`src/rtl/fq_pkg.sv`:
```
package fq_pkg;

  localparam int NCH      = 4;
  localparam int CH_TEMP  = 0;
  localparam int CH_EXT   = 1;
  localparam int CH_OVLD  = 2;
  localparam int CH_OVV   = 3;

  // Counter width that can hold the value lim (at least one bit).
  function automatic int cnt_w(input int unsigned lim);
    return (lim < 2) ? 1 : $clog2(lim + 1);
  endfunction

  // Fire condition of a timed channel: this tick completes the hold.
  function automatic logic hold_done(input logic lvl, input logic tk,
                                     input int unsigned cnt,
                                     input int unsigned lim);
    return lvl && tk && (cnt + 1 == lim);
  endfunction

endpackage

```
`src/rtl/fq_sync.sv`:
```
module fq_sync #(
  parameter int WIDTH  = 4,
  parameter int STAGES = 2
) (
  input  logic             clk,
  input  logic             rst_n,
  input  logic [WIDTH-1:0] d,
  output logic [WIDTH-1:0] q
);

  logic [WIDTH-1:0] stg [STAGES];

  always_ff @(posedge clk or negedge rst_n) begin
    if (!rst_n) begin
      for (int i = 0; i < STAGES; i++) stg[i] <= '0;
    end else begin
      stg[0] <= d;
      for (int i = 1; i < STAGES; i++) stg[i] <= stg[i-1];
    end
  end

  assign q = stg[STAGES-1];

endmodule

```
`src/rtl/fq_hold_timer.sv`:
```
module fq_hold_timer #(
  parameter int unsigned LIMIT = 4
) (
  input  logic clk,
  input  logic rst_n,
  input  logic tick,
  input  logic level,
  output logic fire,
  output logic idle
);

  generate
    if (LIMIT == 0) begin : g_edge
      // Immediate channel: qualify on the rising edge of the level.
      logic prev;
      always_ff @(posedge clk or negedge rst_n) begin
        if (!rst_n) prev <= 1'b0;
        else        prev <= level;
      end
      assign fire = level && !prev;
      assign idle = !prev;
    end else begin : g_count
      localparam int W = fq_pkg::cnt_w(LIMIT);
      localparam logic [W-1:0] TOP = W'(LIMIT);
      logic [W-1:0] cnt;
      always_ff @(posedge clk or negedge rst_n) begin
        if (!rst_n)                    cnt <= '0;
        else if (!level)               cnt <= '0;
        else if (tick && cnt != TOP)   cnt <= cnt + 1'b1;
      end
      assign fire = fq_pkg::hold_done(level, tick, int'(cnt), LIMIT);
      assign idle = (cnt == '0);
    end
  endgenerate

endmodule

```
`src/rtl/fault_qualifier.sv`:
```
module fault_qualifier #(
  parameter int unsigned TEMP_TICKS  = 2900,
  parameter int unsigned EXT_TICKS   = 37,
  parameter int unsigned OVLD_TICKS  = 11500,
  parameter int unsigned OVV_TICKS   = 0,
  parameter bit          OVLD_LATCH  = 1'b0,
  parameter int          SYNC_STAGES = 2
) (
  input  logic       clk,
  input  logic       rst_n,
  input  logic       tick,
  input  logic       temp_low_raw,
  input  logic       ext_low_raw,
  input  logic       fb_high_raw,
  input  logic       vdd_high_raw,
  output logic [3:0] fault_req,
  output logic [3:0] fault_latch
);
  import fq_pkg::*;

  localparam int unsigned LIMITS [NCH] = '{TEMP_TICKS, EXT_TICKS, OVLD_TICKS, OVV_TICKS};
  localparam logic [NCH-1:0] LATCH_MASK = {1'b1, OVLD_LATCH, 1'b1, 1'b1};

  logic [NCH-1:0] raw_flags;
  logic [NCH-1:0] sync_lvl;
  logic [NCH-1:0] fire;
  logic [NCH-1:0] tmr_idle;

  assign raw_flags[CH_TEMP] = temp_low_raw;
  assign raw_flags[CH_EXT]  = ext_low_raw;
  assign raw_flags[CH_OVLD] = fb_high_raw;
  assign raw_flags[CH_OVV]  = vdd_high_raw;

  fq_sync #(.WIDTH(NCH), .STAGES(SYNC_STAGES)) u_sync (
    .clk   (clk),
    .rst_n (rst_n),
    .d     (raw_flags),
    .q     (sync_lvl)
  );

  genvar ch;
  generate
    for (ch = 0; ch < NCH; ch++) begin : g_ch
      fq_hold_timer #(.LIMIT(LIMITS[ch])) u_tmr (
        .clk   (clk),
        .rst_n (rst_n),
        .tick  (tick),
        .level (sync_lvl[ch]),
        .fire  (fire[ch]),
        .idle  (tmr_idle[ch])
      );
    end
  endgenerate

  always_ff @(posedge clk or negedge rst_n) begin
    if (!rst_n) begin
      fault_req   <= '0;
      fault_latch <= '0;
    end else begin
      fault_req   <= fire;
      fault_latch <= fire & LATCH_MASK;
    end
  end

endmodule

```
`config.mk`:
```
export PLATFORM = sky130hd
export DESIGN_NAME = fault_qualifier
export DESIGN_NICKNAME = d
export VERILOG_FILES = /design/src/rtl/fq_pkg.sv /design/src/rtl/fq_sync.sv /design/src/rtl/fq_hold_timer.sv /design/src/rtl/fault_qualifier.sv
export SDC_FILE = /design/constraint.sdc
export NUM_CORES = 1
export LEC_CHECK = 0
export ABC_AREA = 1
export CAP_MARGIN = 20
export CORE_MARGIN = 5
export CORE_UTILIZATION = 64
export CTS_CLUSTER_SIZE = 25
export DETAILED_ROUTE_END_ITERATION = 10
export PLACE_DENSITY = 0.86
export SYNTH_ARGS = -nofsm -noshare
export SYNTH_HDL_FRONTEND = slang
export SYNTH_SLANG_ARGS = --single-unit
```
`constraint.sdc`:
```
create_clock -name clk -period 4.5 [get_ports clk]
set_input_delay 0.675 -clock clk [delete_from_list [all_inputs] [get_ports clk]]
set_output_delay 0.675 -clock clk [all_outputs]
set_load 0.005 [all_outputs]
```
==> results of run 1 <==
==> report_power, final <==
group	internal (mW)	switching (mW)	leakage [nW]	total (mW)
registers	0.415	0.0145	0.602	0.429
logic	0.0179	0.0309	0.531	0.0489
clock network	0.181	0.136	0.0585	0.317
==> worst paths after layout <==
check	end	slack [ns]
worst min register to register	u_sync.q[3]$_DFF_PN0_	0.35
min in group clk	u_sync.q[3]$_DFF_PN0_	0.35
max in group asynchronous	g_ch[1].u_tmr.g_count.cnt[3]$_DFFE_PN0P_	3.82
worst max-delay path	fault_req[1]	2.65
worst min-delay path	g_ch[2].u_tmr.g_count.cnt[7]$_DFFE_PN0P_	0.22
worst max register to register	g_ch[2].u_tmr.g_count.cnt[6]$_DFFE_PN0P_	2.68
==> metrics by stage <==
step,worst slack (ns),hold WS (ns),instances,power (mW),util [%]
2_1_floorplan,3.05,0.331,325,0.464,-
3_3_place_gp,2.43,0.332,374,0.481,70.0
3_5_place_dp,2.35,0.335,374,0.484,70.0
4_1_cts,2.62,0.353,382,0.797,73.1
5_1_grt,2.48,0.217,383,0.828,73.7
6_report,2.65,0.220,383,0.795,73.7
==> per-layer routing <==
metal / part of all wire, % / vias to the layer above
met2: 51 / 68
met4: 1.6 / 0
li1: - / 1075
met5: 0 / -
met1: 43 / 1003
met3: 4.5 / 7
==> flip-flops by register name, summed over array words and instances (netlist names) <==
register / count
g_ch.u_tmr.g_count.cnt: 32
u_sync.q: 4
g_ch.u_tmr.g_edge.prev: 1
u_sync.stg: 4
fault_latch: 1
fault_req: 3
==> logic make-up after synthesis <==
logic type / share of synthesized area [%]
AND/OR/NAND/NOR: 31.2
adder cells (fa/ha/maj): 3.48
other: 0.149
buffers and inverters: 9.43
flip-flops: 44.7
XOR/XNOR: 2.43
AO/OA/AOI/OAI: 8.59
==> worst reg2reg max path, delay by kind of cell (launching register included) <==
kind | cells | cell delay, ns
adders and majority gates | 1 | 0.19
DFF | 1 | 0.50
buffers and inverters | 1 | 0.08
and+or+nand+nor | 3 | 0.67
AOI/OAI and AO/OA | 1 | 0.29
==> cell type report <==
class / count / area [sq um] / area share, %
clock inverters: 1 / 30.0 / 1.09
clock buffers: 7 / 86.3 / 3.13
repair buffers: 14 / 145 / 5.26
well taps: 48 / 60.1 / 2.18
multi-input cells: 227 / 1160 / 41.9
inverters: 41 / 154 / 5.58
flip-flops and latches: 45 / 1130 / 40.8
==> cell usage in the layout, fill, tap and decap left out, types with 2 or more instances in the layout <==
| cell type | synthesis | layout |
|---|---|---|
| a21oi_1 | 2 | 2 |
| clkbuf_8 | 0 | 6 |
| clkdlybuf4s50_1 | 0 | 12 |
| dfrtp_1 | 45 | 45 |
| ha_1 | 7 | 7 |
| inv_1 | 40 | 40 |
| nand2_1 | 74 | 74 |
| nand2_2 | 3 | 3 |
| nand3_1 | 43 | 43 |
| nand3_2 | 2 | 2 |
| nand4_1 | 10 | 10 |
| nor2_1 | 26 | 26 |
| nor2_2 | 3 | 3 |
| nor3_1 | 6 | 6 |
| o21ai_0 | 17 | 17 |
| o21ai_1 | 15 | 15 |
| o22ai_1 | 5 | 5 |
| xor2_1 | 6 | 6 |
==> parameters.txt, run 1 <==
Parameter                              Value

Detailed routing
  Routed len/inst ... 13.1 um
  Wirelength, routed ... 5010 um
  Routed vias ... 2153
  Drc violations ... 0
  Detailed-router iteration count before antenna repair ... 4
  Count of nets left with antenna violations after detail routing ... 0
  DR vias/cell ... 5.62
  First-iteration detailed-routing DRC count ... 243

Timing
  Clock Skew ... 0.00734 ns
  Hold Vio Cnt, Final ... 0
  Max Fclk ... 540 MHz
  Worst Tran Pin Value ... 0.601 ns
  Setup repair after global routing missed its margin ... no
  Final period utilization ... 41.2%
  Normalized max-slew margin ... 59.9%
  Number of setup violations in the final report ... 0
  Shortest clock period the worst path allows after layout ... 1.85 ns
  Final max-slew violation count ... 0
  Setup tns final ... 0 ns

Critical path
  CP top delay family ... buffers and inverters
  Delay of the slowest cell on the worst path ... 0.52 ns
  Critical Path Slowest Stage Cell ... clkdlybuf4s50_1
  Data arrival time of the critical path ... 1.18 ns
  Worst-path cell chain ... clkdlybuf4s50_1
  Buf+Inv Stages, Crit Path ... 1
  CP Launch Type ... flip-flop
  Number of stages on the worst setup path ... 1
  Maximum fanout encountered on the critical timing path ... 2
  Setup Crit Path Kind ... flip-flop to primary output
  Launching point of the worst reg2reg path ... g_ch[2].u_tmr.g_count.cnt[0]$_DFFE_PN0P_
  Critical Path Sink Type ... primary output
  Required time worst endpoint ... 3.83 ns
  Startpoint of the most critical setup path ... fault_req[1]$_DFF_PN0_
  Number of cells on the worst reg-to-reg path ... 6

Clock network
  CTS tree ... yes
  Number of hold-repair buffers added at the cts stage ... 0
  Number of H-tree branching levels ... 2
  CTS clk-pin slew, worst paths ... 0.09 ns
  Post-CTS Setup Bufs ... 0
  Number of resized instances in the post-cts repair step ... 0
  Clk Latency, worst-skew pair ... 0.30 ns
  Clock root buffer ... clkbuf_8
  Count of clock tree sinks ... 45
  Longest Clk Path Bufs ... 2
  Number of buffers created by CTS ... 5

GRT
  Residual overflow from global routing ... 0
  Grt met1 use ... 25.7%
  Most Used Layer, Global Route ... met2
  Global-route usage over all layers ... 20.7%
  Global routing met2 resource utilization ... 36.0%
  Wire length of the first global-routing pass ... 8600 um
  Fraction of met3 tracks used by global routing ... 4.41%
  Via count of the first global-routing pass ... 1970
  Number of antenna violations at the first check in global routing ... 0
  Maximum number of pins on one net before global-route repair ... 46

Run
  Max cap viols ... 0

Synthesis
  Share of async-settable or async-resettable flops after synthesis ... 100%
  Number of flops mapped to enable cells by yosys ... 0
  Post-synth top flop ... dfrtp_1
  Most frequently used cell type in the post-synthesis netlist ... nand2_1
  Most frequent cells after synthesis ... nand2_1 (74), dfrtp_1 (45), nand3_1 (43)
  Cell types occupying the most area after synthesis ... dfrtp_1 (45%), nand2_1 (11%), nand3_1 (8.5%), inv_1 (6.0%), nor2_1 (3.9%)
  Mean area per synthesized cell ... 7.75 sq um
  Flops & latches, synth ... 45
  Number of nets in the synthesized netlist ... 339
  Top-area cell type share of the netlist area ... 44.7%
  Summed instance area of the synthesized netlist ... 2520 sq um
  Gate Count Post-Synth ... 325
  Cell taking the most area after synthesis ... dfrtp_1
  Yosys cell types ... 29
  Sequential cell area fraction in the yosys report ... 44.7%
  Number of warnings issued by yosys ... 0

Finish
  Post-synthesis to final-layout area growth ... 9.43%
  Final net count ... 348
  Fraction of layout instances using a drive strength above 1 ... 6.57%
  Ant. Diodes ... 0
  Filler cells ... 296
  Final std cell area, no fill ... 2760 sq um

Floorplan
  Area of the die ... 5290 sq um
  Initial Utilization ... 67.3%
  X dimension of the die ... 72.8 um
  Number of placement rows ... 22
  Number of top-level pins ... 15
  Overall die height ... 72.8 um
  Core footprint ... 3740 sq um

Power and ir drop
  Ratio of total power to cell area ... 288 nW/um^2
  Pleak ... 1.19 nW
  Highest ir drop seen on vdd ... 247 uV

Place
  Number of port buffers ... 13
  HPWL after detailed placement ... 3520 um
  Total cell area at the placement stage ... 2620 sq um
  Final weighted congestion of routability-driven global placement ... 0.867

Status
  Result of the run ... completed

Min path
  Type of the tightest min-delay check ... input port to asynchronous set/reset pin
Power figures use the tool's default switching activity.
==> run 2: changes to the inputs <==
- CORE_UTILIZATION: 64 -> 59
- PLACE_DENSITY: 0.86 -> 0.8
- clock period: 4.5 -> 1.75 ns (I/O delays scaled with it)
==> parameters.txt, run 2 (synthesis gave the netlist of run 1 again) <==
Parameter                              Value

Clock network
  Clock root buffer ... clkbuf_8
  CTS clk-pin slew, worst paths ... 0.08 ns (about the same)
  Post-CTS Setup Bufs ... 0 (unchanged)
  Number of H-tree branching levels ... 2 (unchanged)
  CTS tree ... yes
  Longest Clk Path Bufs ... 2 (unchanged)
  Number of buffers created by CTS ... 5 (unchanged)
  Count of clock tree sinks ... 45 (unchanged)
  Clk Latency, worst-skew pair ... 0.29 ns (about the same)

GRT
  Global-route usage over all layers ... 19.6% (-1.1 points)
  Number of antenna violations at the first check in global routing ... 0 (unchanged)
  Residual overflow from global routing ... 0 (unchanged)
  Wire length of the first global-routing pass ... 8670 um (+0.72%)
  Via count of the first global-routing pass ... 2069 (+5.0%)
  Maximum number of pins on one net before global-route repair ... 46 (unchanged)

Critical path
  Buf+Inv Stages, Crit Path ... 1 (unchanged)
  Required time worst endpoint ... 1.94 ns (-1.89 ns)
  Delay of the slowest cell on the worst path ... 0.43 ns (-0.09 ns)
  CP Launch Type ... flip-flop
  Data arrival time of the critical path ... 1.75 ns (+0.57 ns)
  Critical Path Slowest Stage Cell ... dfrtp_1
  Setup Crit Path Kind ... flip-flop to flip-flop
  Critical Path Sink Type ... flip-flop
  Worst-path cell chain ... inv_1 > ha_1 > and3_2 > nand3_1 > nand2_2 > nand2_1 > nand3_1 > nand2_1
  CP top delay family ... simple AND/OR/NAND/NOR gates
  Maximum fanout encountered on the critical timing path ... 14 (+12)

Run
  Max cap viols ... 0 (unchanged)

Status
  Result of the run ... completed

Floorplan
  Number of top-level pins ... 15 (unchanged)
  Core footprint ... 4060 sq um (+8.4%)
  X dimension of the die ... 75.4 um (+3.6%)
  Overall die height ... 75.4 um (+3.6%)
  Area of the die ... 5680 sq um (+7.3%)
  Initial Utilization ... 62.1% (-5.2 points)
  Number of placement rows ... 23 (+4.5%)

Detailed routing
  Count of nets left with antenna violations after detail routing ... 0 (unchanged)
  Wirelength, routed ... 4900 um (-2.2%)
  Routed vias ... 2146 (-0.33%)
  Drc violations ... 0 (unchanged)
  Detailed-router iteration count before antenna repair ... 4 (unchanged)
  DR vias/cell ... 5.45 (-3.1%)
  Routed len/inst ... 12.4 um (-5.0%)
  First-iteration detailed-routing DRC count ... 198 (-19%)

Timing
  Setup repair after global routing missed its margin ... no
  Clock Skew ... 0.00616 ns (-0.00118 ns)
  Setup tns final ... 0 ns (unchanged)
  Shortest clock period the worst path allows after layout ... 1.56 ns
  Normalized max-slew margin ... 63.7% (+3.8 points)
  Number of setup violations in the final report ... 0 (unchanged)
  Hold Vio Cnt, Final ... 0 (unchanged)
  Final max-slew violation count ... 0 (unchanged)
  Final period utilization ... 89.2%
  Worst Slack Setup Final ... 0.190 ns (-2.46 ns)
  Max Fclk ... 641 MHz
  Worst Tran Pin Value ... 0.544 ns (-0.0565 ns)

Finish
  Fraction of layout instances using a drive strength above 1 ... 9.59% (+3.0 points)
  Most used cells in the layout excluding fill and tap cells ... nand2_1 (74), dfrtp_1 (45), nand3_1 (43)
  Post-synthesis to final-layout area growth ... 10.6%
  Post-Layout Cell Count ... 394 (+2.9%)
  Final net count ... 357 (+2.6%)
  Largest register FFs ... 32 (unchanged)
  Ant. Diodes ... 0 (unchanged)
  Register bank with the most flops ... g_ch.u_tmr.g_count.cnt
  Leading cell type in the layout, fill and taps excluded ... nand2_1
  Final std cell area, no fill ... 2790 sq um (+1.0%)

Min path
  Type of the tightest min-delay check ... input port to asynchronous set/reset pin

Place
  Cell total after placement ... 386 (+3.2%)
  Number of port buffers ... 13 (unchanged)
  HPWL after detailed placement ... 3630 um (+3.0%)
  Post-Place Worst Slack ... 0.114 ns (-2.24 ns)
  Final weighted congestion of routability-driven global placement ... 0.870 (+0.31%)
  Total cell area at the placement stage ... 2700 sq um (+3.0%)

Power and ir drop
  Ratio of total power to cell area ... 665 nW/um^2 (+130%)
  Pleak ... 1.22 nW (+2.0%)
  Highest ir drop seen on vdd ... 619 uV (+150%)
[run 2: through the flow]
| stage | power (mW) | hold slack, ns | utilization, % |
|---|---|---|---|
| 2_1_floorplan | 1.19 | -0.0331 | - |
| 3_3_place_gp | 1.25 | 0.332 | 66.5 |
| 3_5_place_dp | 1.26 | 0.335 | 66.5 |
| 4_1_cts | 1.87 | 0.0494 | 68.5 |
| 5_1_grt | 1.95 | 0.0822 | 68.7 |
| 6_report | 1.85 | 0.0251 | 68.7 |
[run 2: where the power goes]
part | internal (mW) | total, mW | switching [mW]
logic | 0.0530 | 0.142 | 0.0885
clock network | 0.277 | 0.618 | 0.340
registers | 1.07 | 1.10 | 0.0280
[run 2: routing by layer]
metal | track usage, % | vias up | routed length, um
met5 | 0 | - | 0
met4 | 6.99 | 0 | 55
met2 | 34.0 | 42 | 2450
met1 | 24.5 | 1009 | 2230
met3 | 3.43 | 5 | 163
li1 | - | 1090 | -
[run 2: final cells by class]
cell class | count | area (sq um)
multi-input cells | 227 | 1160
well taps | 50 | 62.6
repair buffers | 23 | 200
clock inverters | 2 | 10.0
flip-flops and latches | 45 | 1130
inverters | 41 | 154
clock buffers | 6 | 72.6
fillers | 337 | 1270
[run 2: what timing repair did]
action                                  in CTS  in global routing
endpoints found under the setup margin       0                  2
resized for setup                            0                  2
hold buffers                                 0                  0
[run 2: worst register-to-register path, cell delays in order (launching register included)]
cell and delay [ns]:
dfrtp_1 0.43, inv_1 0.08, ha_1 0.13, and3_2 0.18
nand3_1 0.12, nand2_2 0.25, nand2_1 0.13, nand3_1 0.09
nand2_1 0.05
[run 2: worst paths after layout]
kind / slack, ns / cells after the start / start / end
min in group clk: 0.35 / 0 / u_sync.stg[5]$_DFF_PN0_ / u_sync.q[1]$_DFF_PN0_
max in group asynchronous: 1.34 / 2 / rst_n / g_ch[2].u_tmr.g_count.cnt[5]$_DFFE_PN0P_
min: 0.03 / 2 / rst_n / g_ch[0].u_tmr.g_count.cnt[11]$_DFFE_PN0P_
min reg2reg: 0.35 / 0 / u_sync.stg[5]$_DFF_PN0_ / u_sync.q[1]$_DFF_PN0_
max reg2reg: 0.19 / 8 / g_ch[2].u_tmr.g_count.cnt[1]$_DFFE_PN0P_ / g_ch[2].u_tmr.g_count.cnt[9]$_DFFE_PN0P_
max: 0.19 / 8 / g_ch[2].u_tmr.g_count.cnt[1]$_DFFE_PN0P_ / g_ch[2].u_tmr.g_count.cnt[9]$_DFFE_PN0P_
